File: src/rtl/ddr2b_pkg.sv
package ddr2b_pkg;
  // Half-cycle offsets fixed by the memory's timing
  localparam int BURST      = 2;
  localparam int WR_LEAD    = 2;   // first write beat, half-cycles after command
  localparam int RD_LEAD    = 5;   // first read beat, half-cycles after command
  localparam int PIPE_DEPTH = RD_LEAD + BURST;
  // stages (seen at an issue edge) holding a read that would collide with a new write
  localparam int GUARD_SPAN = RD_LEAD + 1 - WR_LEAD;

  // stage index of a command whose write beat b is driven in the next half-cycle
  function automatic int wr_stage(input int b);
    return WR_LEAD - 1 + b;
  endfunction

  // stage index of a command whose read beat b is on the bus now
  function automatic int rd_stage(input int b);
    return RD_LEAD + b;
  endfunction

  // a write issued now must wait while a recent read is still in flight
  function automatic logic wr_block(input logic [PIPE_DEPTH-1:0] v,
                                    input logic [PIPE_DEPTH-1:0] w);
    logic hit;
    hit = 1'b0;
    for (int s = 0; s <= GUARD_SPAN; s++)
      if (v[s] && !w[s]) hit = 1'b1;
    return hit;
  endfunction
endpackage

File: src/rtl/ddr2b_issue.sv
module ddr2b_issue
  import ddr2b_pkg::*;
(
  input  logic                  clk,
  input  logic                  rst,
  input  logic                  req_valid,
  input  logic                  req_write,
  input  logic [PIPE_DEPTH-1:0] st_v,
  input  logic [PIPE_DEPTH-1:0] st_w,
  output logic                  kph,
  output logic                  req_ready,
  output logic                  fire,
  output logic                  wr_blocked
);
  // kph = 1 marks the half-cycle that starts on the main memory edge
  always_ff @(posedge clk) begin
    if (rst) kph <= 1'b0;
    else     kph <= ~kph;
  end

  assign wr_blocked = wr_block(st_v, st_w);
  assign req_ready  = !rst && !kph && !(req_write && wr_blocked);
  assign fire       = req_valid && req_ready;
endmodule

File: src/rtl/ddr2b_slot_pipe.sv
module ddr2b_slot_pipe #(
  parameter int DEPTH = 7,
  parameter int PW    = 8
) (
  input  logic                       clk,
  input  logic                       rst,
  input  logic                       in_v,
  input  logic                       in_w,
  input  logic [PW-1:0]              in_p,
  output logic [DEPTH-1:0]           st_v,
  output logic [DEPTH-1:0]           st_w,
  output logic [DEPTH-1:0][PW-1:0]   st_p
);
  // stage s holds the command issued s half-cycles ago
  always_ff @(posedge clk) begin
    if (rst) begin
      st_v <= '0;
      st_w <= '0;
    end else begin
      st_v <= {st_v[DEPTH-2:0], in_v};
      st_w <= {st_w[DEPTH-2:0], in_w};
    end
    st_p[0] <= in_p;
    for (int s = 1; s < DEPTH; s++) st_p[s] <= st_p[s-1];
  end
endmodule

File: src/rtl/ddr2b_wr_drive.sv
module ddr2b_wr_drive #(
  parameter int DW    = 16,
  parameter int BW    = 2,
  parameter int NBEAT = 2
) (
  input  logic                        clk,
  input  logic                        rst,
  input  logic [NBEAT-1:0]            sel,
  input  logic [NBEAT-1:0][DW-1:0]    beat_d,
  input  logic [NBEAT-1:0][BW-1:0]    beat_be,
  output logic                        oe,
  output logic [DW-1:0]               dq,
  output logic [BW-1:0]               be
);
  logic          nxt_oe;
  logic [DW-1:0] nxt_d;
  logic [BW-1:0] nxt_be;

  // the guard keeps beat slots disjoint, so at most one sel is high
  always_comb begin
    nxt_oe = 1'b0;
    nxt_d  = '0;
    nxt_be = '0;
    for (int b = 0; b < NBEAT; b++) begin
      if (sel[b]) begin
        nxt_oe = 1'b1;
        nxt_d  = beat_d[b];
        nxt_be = beat_be[b];
      end
    end
  end

  always_ff @(posedge clk) begin
    if (rst) begin
      oe <= 1'b0;
      dq <= '0;
      be <= '0;
    end else begin
      oe <= nxt_oe;
      dq <= nxt_d;
      be <= nxt_be;
    end
  end
endmodule

File: src/rtl/ddr2b_rd_capture.sv
module ddr2b_rd_capture #(
  parameter int DW    = 16,
  parameter int TW    = 4,
  parameter int NBEAT = 2
) (
  input  logic                  clk,
  input  logic                  rst,
  input  logic [NBEAT-1:0]      hit,
  input  logic [TW-1:0]         tag,
  input  logic [DW-1:0]         dq_i,
  input  logic                  qvld,
  output logic                  rsp_valid,
  output logic [NBEAT*DW-1:0]   rsp_data,
  output logic [TW-1:0]         rsp_tag,
  output logic                  rsp_err
);
  logic [NBEAT-2:0][DW-1:0] beat_q;
  logic [NBEAT-2:0]         ok_q;
  logic [NBEAT*DW-1:0]      whole;

  // early beats wait in holding registers until the last one arrives
  for (genvar b = 0; b < NBEAT - 1; b++) begin : g_hold
    always_ff @(posedge clk) begin
      if (rst) begin
        beat_q[b] <= '0;
        ok_q[b]   <= 1'b0;
      end else if (hit[b]) begin
        beat_q[b] <= dq_i;
        ok_q[b]   <= qvld;
      end
    end
  end

  assign whole = {dq_i, beat_q};

  always_ff @(posedge clk) begin
    if (rst) begin
      rsp_valid <= 1'b0;
      rsp_data  <= '0;
      rsp_tag   <= '0;
      rsp_err   <= 1'b0;
    end else begin
      rsp_valid <= hit[NBEAT-1];
      if (hit[NBEAT-1]) begin
        rsp_data <= whole;
        rsp_tag  <= tag;
        rsp_err  <= !(qvld && (&ok_q));
      end
    end
  end
endmodule

File: src/rtl/ddr2b_ctrl.sv
module ddr2b_ctrl
  import ddr2b_pkg::*;
#(
  parameter int AW = 20,
  parameter int DW = 36,
  parameter int TW = 4,
  parameter int BW = (DW + 7) / 8
) (
  input  logic              clk,
  input  logic              rst,
  input  logic              req_valid,
  output logic              req_ready,
  input  logic              req_write,
  input  logic [AW-1:0]     req_addr,
  input  logic [TW-1:0]     req_tag,
  input  logic [2*DW-1:0]   req_wdata,
  input  logic [2*BW-1:0]   req_be,
  output logic              rsp_valid,
  output logic [2*DW-1:0]   rsp_data,
  output logic [TW-1:0]     rsp_tag,
  output logic              rsp_err,
  output logic              mem_kphase,
  output logic              mem_rd,
  output logic              mem_wr,
  output logic [AW-1:0]     mem_addr,
  output logic [DW-1:0]     mem_dq_o,
  output logic [BW-1:0]     mem_be,
  output logic              mem_oe,
  input  logic [DW-1:0]     mem_dq_i,
  input  logic              mem_qvld
);
  localparam int BE_LO   = BURST * DW;
  localparam int TAG_LO  = BE_LO + BURST * BW;
  localparam int ADDR_LO = TAG_LO + TW;
  localparam int PW      = ADDR_LO + AW;

  logic [PIPE_DEPTH-1:0]         st_v, st_w;
  logic [PIPE_DEPTH-1:0][PW-1:0] st_p;
  logic                          kph, issue_fire, wr_blocked;
  logic                          bus_wr_slot, bus_rd_slot;
  logic [BURST-1:0]              wr_sel, rd_hit;
  logic [BURST-1:0][DW-1:0]      wr_d;
  logic [BURST-1:0][BW-1:0]      wr_be;

  ddr2b_issue u_issue (
    .clk(clk), .rst(rst), .req_valid(req_valid), .req_write(req_write),
    .st_v(st_v), .st_w(st_w), .kph(kph), .req_ready(req_ready),
    .fire(issue_fire), .wr_blocked(wr_blocked)
  );

  ddr2b_slot_pipe #(.DEPTH(PIPE_DEPTH), .PW(PW)) u_pipe (
    .clk(clk), .rst(rst), .in_v(issue_fire), .in_w(req_write),
    .in_p({req_addr, req_tag, req_be, req_wdata}),
    .st_v(st_v), .st_w(st_w), .st_p(st_p)
  );

  // command is on the pins in the half-cycle after acceptance
  assign mem_kphase = kph;
  assign mem_rd     = st_v[0] && !st_w[0];
  assign mem_wr     = st_v[0] && st_w[0];
  assign mem_addr   = st_v[0] ? st_p[0][ADDR_LO +: AW] : '0;

  for (genvar b = 0; b < BURST; b++) begin : g_beat
    assign wr_sel[b] = st_v[wr_stage(b)] && st_w[wr_stage(b)];
    assign wr_d[b]   = st_p[wr_stage(b)][b*DW +: DW];
    assign wr_be[b]  = st_p[wr_stage(b)][BE_LO + b*BW +: BW];
    assign rd_hit[b] = st_v[rd_stage(b)] && !st_w[rd_stage(b)];
  end

  // bus occupancy in the current half-cycle, brought out for the checker
  assign bus_wr_slot = (st_v[WR_LEAD] && st_w[WR_LEAD]) ||
                       (st_v[WR_LEAD+1] && st_w[WR_LEAD+1]);
  assign bus_rd_slot = |rd_hit;

  ddr2b_wr_drive #(.DW(DW), .BW(BW), .NBEAT(BURST)) u_wr (
    .clk(clk), .rst(rst), .sel(wr_sel), .beat_d(wr_d), .beat_be(wr_be),
    .oe(mem_oe), .dq(mem_dq_o), .be(mem_be)
  );

  ddr2b_rd_capture #(.DW(DW), .TW(TW), .NBEAT(BURST)) u_rd (
    .clk(clk), .rst(rst), .hit(rd_hit),
    .tag(st_p[rd_stage(BURST-1)][TAG_LO +: TW]),
    .dq_i(mem_dq_i), .qvld(mem_qvld),
    .rsp_valid(rsp_valid), .rsp_data(rsp_data), .rsp_tag(rsp_tag), .rsp_err(rsp_err)
  );
endmodule

File: config.mk
export PLATFORM = sky130hd
export DESIGN_NAME = ddr2b_ctrl
export DESIGN_NICKNAME = d
export VERILOG_FILES = /design/src/rtl/ddr2b_pkg.sv /design/src/rtl/ddr2b_issue.sv /design/src/rtl/ddr2b_slot_pipe.sv /design/src/rtl/ddr2b_wr_drive.sv /design/src/rtl/ddr2b_rd_capture.sv /design/src/rtl/ddr2b_ctrl.sv
export SDC_FILE = /design/constraint.sdc
export NUM_CORES = 1
export LEC_CHECK = 0
export ABC_AREA = 1
export BUFFER_PORTS_ARGS = -buffer_cell sky130_fd_sc_hd__buf_2
export CORE_ASPECT_RATIO = 1.75
export CORE_MARGIN = 2
export CORE_UTILIZATION = 40
export CTS_BUF_LIST = sky130_fd_sc_hd__clkbuf_8
export DETAILED_ROUTE_END_ITERATION = 16
export GPL_TIMING_DRIVEN = 0
export PLACE_DENSITY_LB_ADDON = 0.12
export SLEW_MARGIN = 20
export SYNTH_ARGS = -nofsm -noshare
export SYNTH_HDL_FRONTEND = slang
export SYNTH_SLANG_ARGS = --single-unit
File: constraint.sdc
create_clock -name clk -period 3.07 [get_ports clk]
set_clock_uncertainty 0.05 [all_clocks]
set_input_delay 0.614 -clock clk [delete_from_list [all_inputs] [get_ports clk]]
set_output_delay 0.614 -clock clk [all_outputs]
set_load 0.005 [all_outputs]
* Yosys cells after proc, flatten, opt, wreduce, memory -nomap -nowiden
Index checks and enable logic that the tools add are counted. W data, S select, Z words.
Cells by class: multiplexer cells 12, bitwise logic cells 1, reductions and logical operators 26
Operators by type and width (number):
- $mux W36 | 2
- $mux W20 | 1
- $logic_and A1 B1 Y1 | 15
- $logic_not A1 Y1 | 11
- $mux W5 | 2
- $mux W1 | 7
- $not A1 Y1 | 1
Storage, ports and cells: flip-flop bits (word level) 794, bits of input ports 147, output and inout port bits 144, logic and storage cells 58

* Logic depth before layout (Yosys ltp)
Gate-level depths: netlist of the first run.
depth in word-level cells 11, depth in mapped cells 7, gate-level depth less buffers 6

* Modules after synthesis
From an unflattened synthesis of the first run, not the netlist that was laid out.
Second synthesis, totals: cells, all modules 1544, area, all modules 21584.5 µm²
Modules (own cells, without submodules):
- ddr2b_slot_pipe | times used 1, cells an instance 785, area each 15250.9 µm², sequential area each 15134.5 µm²
- ddr2b_rd_capture | times used 1, cells an instance 497, area each 3985.1 µm², sequential area each 2302.2 µm²
- ddr2b_wr_drive | times used 1, cells an instance 187, area each 2005.7 µm², sequential area each 840.8 µm²
- ddr2b_ctrl | times used 1, cells an instance 54, area each 217.7 µm², sequential area each 0.0 µm²
- ddr2b_issue | times used 1, cells an instance 21, area each 125.1 µm², sequential area each 20.0 µm²

* Worst setup path after synthesis of the first run
OpenSTA, ideal clock, no wires.
path kind in2out, from input rst, to output req_ready, data arrival time 983 ps, required time 2406 ps, setup slack 1423 ps, stages on the path 4, path buffers 1, cell sequence buf_2 -> nor2_1 -> nand2_1 -> inv_1
On the way: word-level cells in the longest chain between the ends 3
RTL lines:
- start, declared | line ddr2b_ctrl.sv:10 | input logic rst,
- $logic_not A1 Y1 | line ddr2b_issue.sv:22 | assign req_ready = !rst && !kph && !(req_write && wr_blocked);
- $logic_and A1 B1 Y1 (2 in series) | line ddr2b_issue.sv:22
- end, declared | line ddr2b_ctrl.sv:12 | output logic req_ready,
No other way between the ends.

* Worst setup path after layout of the first run
from register u_pipe.st_v[0], to output mem_addr[4]
On the way: word-level cells in the longest chain between the ends 1
RTL lines:
- start, declared | line ddr2b_slot_pipe.sv:10 | output logic [DEPTH-1:0] st_v,
- start signal, assigned | line ddr2b_slot_pipe.sv:20 | st_v <= {st_v[DEPTH-2:0], in_v};
- $mux W20 | line ddr2b_ctrl.sv:61 | assign mem_addr = st_v[0] ? st_p[0][ADDR_LO +: AW] : '0;
- end, declared | line ddr2b_ctrl.sv:25 | output logic [AW-1:0] mem_addr,
No other way between the ends.

==> flow_results.org, run 1 <==
** Run status
- Status :: completed

** Synthesis
- Of the post-synthesis cell area, the dominant cell type holds 0.762.
- In the post-synthesis netlist, the biggest area contributors are sky130_fd_sc_hd__dfxtp_1 76%, sky130_fd_sc_hd__nand2_1 8.5%, sky130_fd_sc_hd__a21oi_1 6.9%.
- Post-synthesis cell count :: 1037
- Post-synthesis area per instance :: 10.8 sq um
- Post-synthesis instance area :: 11200 sq um
- Of the total synthesized cell area, the portion taken by full adders, half adders and majority gates is 0.
- Yosys printed 0 warnings.
- After synthesis, the share of cell area in mux cells is 0.
- Compound-gate portion of the synthesized area :: 0.0728
- Most repeated cell in the gate-level netlist after synthesis :: sky130_fd_sc_hd__dfxtp_1
- The synthesized design spends more area on one cell type than any other, namely sky130_fd_sc_hd__dfxtp_1.
- After synthesis, the netlist uses 20 different library cells.
- Nets in the synthesized netlist :: 1184
- Dominant register cell in the synthesized netlist :: sky130_fd_sc_hd__dfxtp_1
- Of all flip-flops after synthesis, the portion carrying an async set or reset was 0.
- For this run, the register share of the synthesized area comes to 0.762.
- Flip-flop and latch count after synthesis :: 425
- Area share of xor/xnor cells in the synthesized design :: 0
- By count the netlist is led by 425 x sky130_fd_sc_hd__dfxtp_1, 253 x sky130_fd_sc_hd__nand2_1, 154 x sky130_fd_sc_hd__a21oi_1.
- EDFF count, synth :: 0
- Combinational family with the most area after synthesis :: simple AND/OR/NAND/NOR gates
- Of the total synthesized cell area, the portion taken by AND, OR, NAND and NOR gates is 0.126.

** GRT
- For this run the aggregate overflow at the end of global routing stands at 0.
- Maximum number of pins on one net before global-route repair :: 17
- The first global-routing pass estimated 37.7 mm of wire.
- The via count of the first global-routing pass was 7670.
- Antenna violations before repair :: 2
- For this run, the total global-route usage over all layers was measured as 0.166.

** Critical path
- Data arrives at the worst endpoint at 1.71 ns.
- Counting buffers and inverters, the worst setup path is 4 cells deep.
- Data on the critical path is required at its endpoint by 2.41 ns.
- Startpoint of the worst register-to-register path :: u_pipe.st_w[2]
- On the worst path, the slowest cell contributes a delay of 0.44 ns.
- The most critical setup path has its endpoint at mem_addr[4].
- CP Max Fanout :: 10
- By startpoint and endpoint, the worst setup path is classified as reg -> out.
- Worst Setup Start Kind :: flop
- In this run the worst setup path begins at u_pipe.st_v[0].
- In this run the critical register-to-register path is captured at u_wr.dq[2].
- Traced cell by cell, the critical path runs through clkbuf_1 > nand2_1 > inv_1 > buf_2.
- R2r setup slk :: 1.64 ns
- Cell family with the largest share of critical-path delay :: buffers and inverters
- For the worst flop-to-flop path, the logic depth is 4.
- CP Capture Type :: primary output
- On the critical path, the stage with the largest delay is an instance of sky130_fd_sc_hd__dfxtp_1.
- Number of buffers and inverters on the critical path :: 3

** Floorplan
- During I/O placement, the number of pins put on the boundary was 291.
- The floorplan step defined a die boundary enclosing 29300 sq um.
- Horizontal extent of the die :: 130 microns
- Cell row count :: 81
- Placeable core region :: 27700 sq um
- Initial Utilization :: 0.404
- The floorplan step set the die height to 225 microns.

** STA
- Measured against its own limit, the worst slew margin works out to 0.596.
- Final hold violation count :: 0
- For the final routed database, the setup TNS stands at 0 ns.
- The max-slew violation count came to 0.
- Setup repair after global routing left no endpoint under its margin.
- For the pin with the worst max-slew slack, the measured transition is 0.606 ns.
- Based on the critical path, the design can be clocked at up to 421 MHz.
- Setup violations remaining at the end of the flow were counted as 0.
- The routed design could run at a clock period as short as 2.38 ns.
- Dividing the final minimum period by the clock period gives 0.774.

** Final layout
- With fillers left out, the area of the finished cells amounts to 14400 sq um.
- Area grow syn2layout :: 29.0%
- Nets :: 1546
- Post-route core utilization :: 0.521
- In the final layout, the share of cells above drive strength 1 is 0.296.
- Total of fill cells in the finished design :: 2652

** Detailed routing
- Via Count :: 7805
- In the routed design, unresolved DRC markers number 0.
- The pre-antenna-repair detailed-routing pass consisted of 4 iterations.
- After detailed routing, the average wire length per cell comes to 13.8 microns.
- For this block, the initial DRC count from the detailed router was 218.
- Once detail routing completed, the nets flagged for antenna violations numbered 0.
- Using the TritonRoute via totals, the vias-per-cell ratio works out to 4.29.
- Total detailed-routing wirelength :: 25.0 mm

** Clock network
- Clock tree from TritonCTS :: done
- Maximum level of the CTS H-tree :: 2
- The tree built by TritonCTS fans out to 425 sinks.
- Total CTS buffers :: 56
- For the worst-skew pair, the clock arrives at the later sink with an insertion delay of 0.60 ns.
- After clock tree synthesis, the setup repair step added 0 buffers.
- Clock-pin slew was measured on the worst setup and hold paths at 0.07 ns.
- Maximum clock path buffer count :: 3
- The cell sitting at the root of the clock tree is a sky130_fd_sc_hd__clkbuf_8.

** Placement
- Weighted congestion at the end of routability-driven global placement :: 0.791
- Total cell area at the placement stage :: 13100 sq um
- Sum of net half-perimeters after detailed placement :: 18.3 mm
- Port-buffer cells :: 290

** Job
- Reported max-cap violation count :: 0

** Power and ir drop
- IR analysis of the VDD net gives a maximum drop of 0.000515 V.
- Summed over all cells, the static leakage comes to 0.00659 uW.
- Power density cells :: 706 nW/um^2

** Hold path
- The min-delay analysis places its worst path in the category in -> reg.
routing by layer:
layer / part of all wire / global-route usage / routed length, microns
met4: 0.036 / 0.0760 / 906
met3: 0.071 / 0.0442 / 1780
met1: 0.34 / 0.154 / 8540
met5: 0 / 0 / 0
met2: 0.55 / 0.326 / 13800
flip-flops by register name (all words and copies together), names as in the netlist:
signal,flops
u_pipe.st_w,7
u_rd.beat_q,36
u_issue.kph,1
u_wr.dq,36
u_rd.ok_q,1
u_wr.oe,1
u_rd.rsp_tag,4
u_wr.be,5
u_pipe.st_p,253
u_pipe.st_v,7
u_rd.rsp_err,1
u_rd.rsp_data,72
u_rd.rsp_valid,1
what timing repair did:
item | in CTS | in global routing
resized for setup | 0 | 0
endpoints found under the hold margin | 14 | 0
hold buffers | 14 | 0
area by class of cell:
cell class | instances | area, sq um | area share
repair buffers | 304 | 1590 | 0.110
well taps | 373 | 467 | 0.0324
clock inverters | 29 | 175 | 0.0122
diodes | 2 | 5.00 | 0.000347
clock buffers | 73 | 1000 | 0.0697
inverters | 41 | 154 | 0.0107
flip-flops and latches | 425 | 8510 | 0.590
plain buffers | 57 | 290 | 0.0201
multi-input cells | 514 | 2220 | 0.154
report_power, final:
group,switching [uW],internal (uW)
Combinational,118,111
Clock,1980,2230
Sequential,41.9,5700
cells in the final DEF (no fill, tap or decap), drive strengths merged, types with 10 or more instances in the layout:
cell / netlist / final
buf: 44 / 334
clkbuf: 13 / 86
nor2: 59 / 59
inv: 41 / 59
nand2: 254 / 254
clkinv: 0 / 10
nor3: 41 / 41
dfxtp: 425 / 425
a21oi: 155 / 155
dlygate4sd3: 0 / 14
stage by stage:
| stage | hold slack (ns) | power (uW) | cells | worst slack (ns) |
|---|---|---|---|---|
| 2_1_floorplan | 0.260 | 5930 | 1037 | 1.42 |
| 3_3_place_gp | 0.260 | 6080 | 1700 | 0.987 |
| 3_5_place_dp | 0.262 | 6090 | 1700 | 0.981 |
| 4_1_cts | 0.000159 | 10300 | 1816 | 0.629 |
| 5_1_grt | 0.00921 | 10600 | 1818 | 0.541 |
| 6_report | 0.0595 | 10200 | 1818 | 0.693 |
cell families (layout without fill, tap and decap cells):
logic type / Yosys count / in the layout
compound gates: 159 / 159
other cells: 0 / 2
simple gates: 355 / 355
buf+inv: 98 / 504
flops: 425 / 425
worst min-delay path by stage:
stage                                 from          endpoint  cells past startpoint
final                        req_wdata[52]   u_pipe.st_p[52]                      1
after global routing          req_addr[11]   u_pipe.st_p[97]                      1
after CTS                    req_wdata[52]   u_pipe.st_p[52]                      1
after detailed placement   u_pipe.st_p[15]  u_pipe.st_p[121]                      0
after global placement    u_pipe.st_p[613]  u_pipe.st_p[719]                      0
after floorplan             u_pipe.st_p[0]  u_pipe.st_p[106]                      0
Power figures use the tool's default switching activity.
==> inputs of run 2 (changes only) <==
clock period = 2.18 ns   (was 3.07 ns; I/O delays follow)
==> run 2 against run 1 <==
Register-to-register slack worse by 1.5 ns; clock-buffer cell count stayed put; largest power group unchanged; critical path depth grew 11; core utilization rose by 4.1 points; die area stayed put; non-clock buffer count up 114.
==> flow_results.org, run 2 (same netlist as run 1, synthesis figures left out) <==
** Power and ir drop
- P_int :: 11500 uW (was 8040 uW)
- The standby leakage power came to 0.00708 uW (was 0.00659 uW).
- Power density cells :: 934 nW/um^2 (was 706 nW/um^2)
- Highest ir drop seen on vdd :: 0.000721 V (was 0.000515 V)
- The combinational share of power came to 0.034 (was 0.022).
- Sequential Power Share :: 0.557 (was 0.564)
- Clock power share :: 0.408 (was 0.413)
- The overall power came to 14500 uW (was 10200 uW).
- Switching part of the total :: 0.210 (about the same)
- The reported net switching power was 3050 uW (was 2140 uW).

** Detailed routing
- Remaining DRCs :: 0 (unchanged)
- The detailed router's first-iteration violation count is 224 (was 218).
- The sum of routed wire length over all layers came to 26.4 mm (was 25.0 mm).
- The mean number of vias per cell was 4.32 (was 4.29).
- Detailed Routing Iterations Pass 1 :: 4 (unchanged)
- Detail Route Antenna Nets :: 0 (unchanged)
- The final routed wire length divided by cell count came to 13.7 microns (was 13.8 microns).
- Via Count :: 8329 (was 7805)

** Critical path
- End of the worst register-to-register path :: u_pipe.st_v[0] (was u_wr.dq[2])
- Required time worst endpoint :: 2.66 ns (was 2.41 ns)
- Data arrival time of the critical path :: 2.55 ns (was 1.71 ns)
- The maximum fanout along the worst path came to 2 (was 10).
- The reg-to-reg setup timing slack came to 0.14 ns (was 1.64 ns).
- The critical path launch point type is an input port (was flop).
- Type of the setup path with the least slack :: in -> reg (was reg -> out)
- The origin of the critical flop-to-flop path was u_pipe.st_v[0] (was u_pipe.st_w[2]).
- FF-to-FF path depth :: 14 (was 4)
- CP Capture Type :: flop (was primary output)

** Job
- Reported max-cap violation count :: 0 (unchanged)

** GRT
- The overall global routing resource usage came to 0.177 (was 0.166).
- Global-route wire length before repair :: 40.6 mm (was 37.7 mm)
- The pin count of the biggest net entering global routing is 17 (unchanged).
- Total overflow reported by the global router :: 0 (unchanged)
- The initial antenna violation count was 0 (was 2).
- Via count of the first global-routing pass :: 8339 (was 7670)

** Clock network
- Clock latency reported for the late side of the worst-skew pair :: 0.60 ns (about the same)
- Maximum level of the CTS H-tree :: 2 (unchanged)
- Maximum clock path buffer count :: 3 (unchanged)
- The CTS tree is done (unchanged).
- The clock sink total came to 425 (unchanged).
- Clock transition time at the flip-flop clock pins of the worst setup and hold paths :: 0.06 ns (was 0.07 ns)
- The cell at the root of the clock tree is sky130_fd_sc_hd__clkbuf_8 (unchanged).
- Total CTS buffers :: 56 (unchanged)

** STA
- Sum Neg Setup Slack :: 0 ns (unchanged)
- Setup repair after global routing missed its margin: false (unchanged).
- Fmax :: 484 MHz
- Crit path time final :: 2.07 ns
- Post-route clock period utilization :: 0.947
- The count of endpoints failing hold in the final timing report was 0 (unchanged).
- The worst max-slew margin expressed relative to the limit was 0.595 (was 0.596).
- The slew at the pin closest to its max-slew limit came to 0.607 ns (was 0.606 ns).
- Endpoints failing setup :: 0 (unchanged)
- The max-slew violation count is 0 (unchanged).

** Final layout
- Total of fill cells in the finished design :: 2519 (was 2652)
- Commonest non-fill, non-tap cells in the layout: 419 x sky130_fd_sc_hd__dfxtp_1, 327 x sky130_fd_sc_hd__buf_2, 253 x sky130_fd_sc_hd__nand2_1 (was 425 x sky130_fd_sc_hd__dfxtp_1, 327 x sky130_fd_sc_hd__buf_2, 253 x sky130_fd_sc_hd__nand2_1).
- Biggest registers after layout: u_pipe.st_p (253), u_rd.rsp_data (72) (unchanged).
- The relative area change from synthesis to final layout was 39.1% (was 29.0%).
- Nets :: 1660 (was 1546)
- The final standard cell utilization of the core is 0.562 (was 0.521).
- Layout cell share with drive strength beyond 1 :: 0.286 (was 0.296)
- Largest register FFs :: 253 (unchanged)
- Most flops, register :: u_pipe.st_p (unchanged)
- Most common cell after layout, fill and taps aside :: sky130_fd_sc_hd__dfxtp_1 (unchanged)
- The total inserted antenna cells came to 0 (was 2).

** Floorplan
- The die area came to 29300 sq um (unchanged).
- Initial Utilization :: 0.404 (unchanged)
- Cell row count :: 81 (unchanged)
- Placeable core region :: 27700 sq um (unchanged)
- Horizontal extent of the die :: 130 microns (unchanged)
- The number of primary I/O pins is 291 (unchanged).
- The vertical extent of the die was 225 microns (unchanged).

** Placement
- Weighted congestion at the end of routability-driven global placement :: 0.791 (unchanged)
- Sum of net half-perimeters after detailed placement :: 18.3 mm (unchanged)
- The count of input and output buffers was 290 (unchanged).

** Hold path
- Number of cells on the worst hold path :: 3 (was 1)
- Hold Crit Endpoint :: u_rd.beat_q[17] (was u_pipe.st_p[52])
- The hold path startpoint was mem_dq_i[17] (was req_wdata[52]).
- The class of the worst hold path is in -> reg (unchanged).

** Run status
- Status: completed (unchanged).
## run 2: changes by cell type in the layout (fill, tap and decap cells not counted)
cell,previous run,this run
sky130_fd_sc_hd__inv_1,56,55
sky130_fd_sc_hd__inv_2,2,3
sky130_fd_sc_hd__clkbuf_1,13,11
sky130_fd_sc_hd__dfxtp_2,0,6
sky130_fd_sc_hd__clkbuf_2,0,2
sky130_fd_sc_hd__dfxtp_1,425,419
sky130_fd_sc_hd__diode_2,2,0
sky130_fd_sc_hd__buf_4,6,15
sky130_fd_sc_hd__dlygate4sd3_1,14,119
## run 2: repair_timing
action / CTS / global route
hold endpoints to repair: 122 / 0
endpoints found under the setup margin: 21 / 12
gates cloned: 0 / 0
pin swaps: 1 / 1
buffers inserted: 10 / 1
gates resized for setup: 6 / 5
hold buffers: 119 / 0
## run 2: worst max path at each step
stage                         startpoint  cells past startpoint              to  slack (ns)
after CTS                 u_pipe.st_w[2]                      8       req_ready       0.002
final                          req_write                     15  u_pipe.st_v[0]        0.11
after floorplan                      rst                      4       req_ready        0.89
after global routing      u_pipe.st_v[2]                      6       req_ready       0.003
after global placement               rst                      6       req_ready        0.45
after detailed placement             rst                      6       req_ready        0.45
## run 2: critical path, stage by stage
cell                            delay [ns]
sky130_fd_sc_hd__dlygate4sd3_1        0.56
sky130_fd_sc_hd__buf_2                0.13
sky130_fd_sc_hd__inv_1                0.06
sky130_fd_sc_hd__o21bai_1             0.11
sky130_fd_sc_hd__nand2_1              0.11
sky130_fd_sc_hd__buf_4                0.14
sky130_fd_sc_hd__buf_4                0.12
sky130_fd_sc_hd__buf_4                0.12
sky130_fd_sc_hd__buf_4                0.12
sky130_fd_sc_hd__buf_4                0.12
sky130_fd_sc_hd__buf_4                0.12
sky130_fd_sc_hd__buf_4                0.12
sky130_fd_sc_hd__buf_4                0.11
sky130_fd_sc_hd__buf_4                0.12
sky130_fd_sc_hd__nor2_1               0.07
## run 2: power by group through the flow
stage	sequential (uW)	clock [uW]	combinational, uW
detailed placement	8260	0	308
global route	8110	6450	544
floorplan	8240	0	101
finish	8090	5930	495
global placement	8250	0	305
CTS	8090	6160	495
## run 2: through the flow
step,cell area (sq um),std cells,hold WS [ns],setup WS (ns)
after global placement,13100,1700,0.260,0.453
after CTS,15500,1930,0.000839,0.00231
final,15500,1930,0.0536,0.115
after global routing,15500,1930,0.00429,0.00264
after detailed placement,13100,1700,0.262,0.447
after floorplan,11200,1037,0.260,0.889
## run 2: layer usage
metal / track usage / wire [microns] / vias to the layer above
li1: - / - / 4229
met1: 0.163 / 9030 / 3768
met2: 0.352 / 14700 / 263
met3: 0.0461 / 1780 / 69
met4: 0.0794 / 912 / 0
met5: 0 / 0 / -
## run 2: area by class of cell
type	count	area (sq um)	area share
Sequential cell	425	8520	0.548
Timing Repair Buffer	420	2730	0.175
Multi-Input combinational cell	514	2220	0.143
Clock buffer	73	1000	0.0647
Tap cell	373	467	0.0300
Buffer	55	278	0.0179
Clock inverter	29	175	0.0113
Inverter	41	154	0.00991
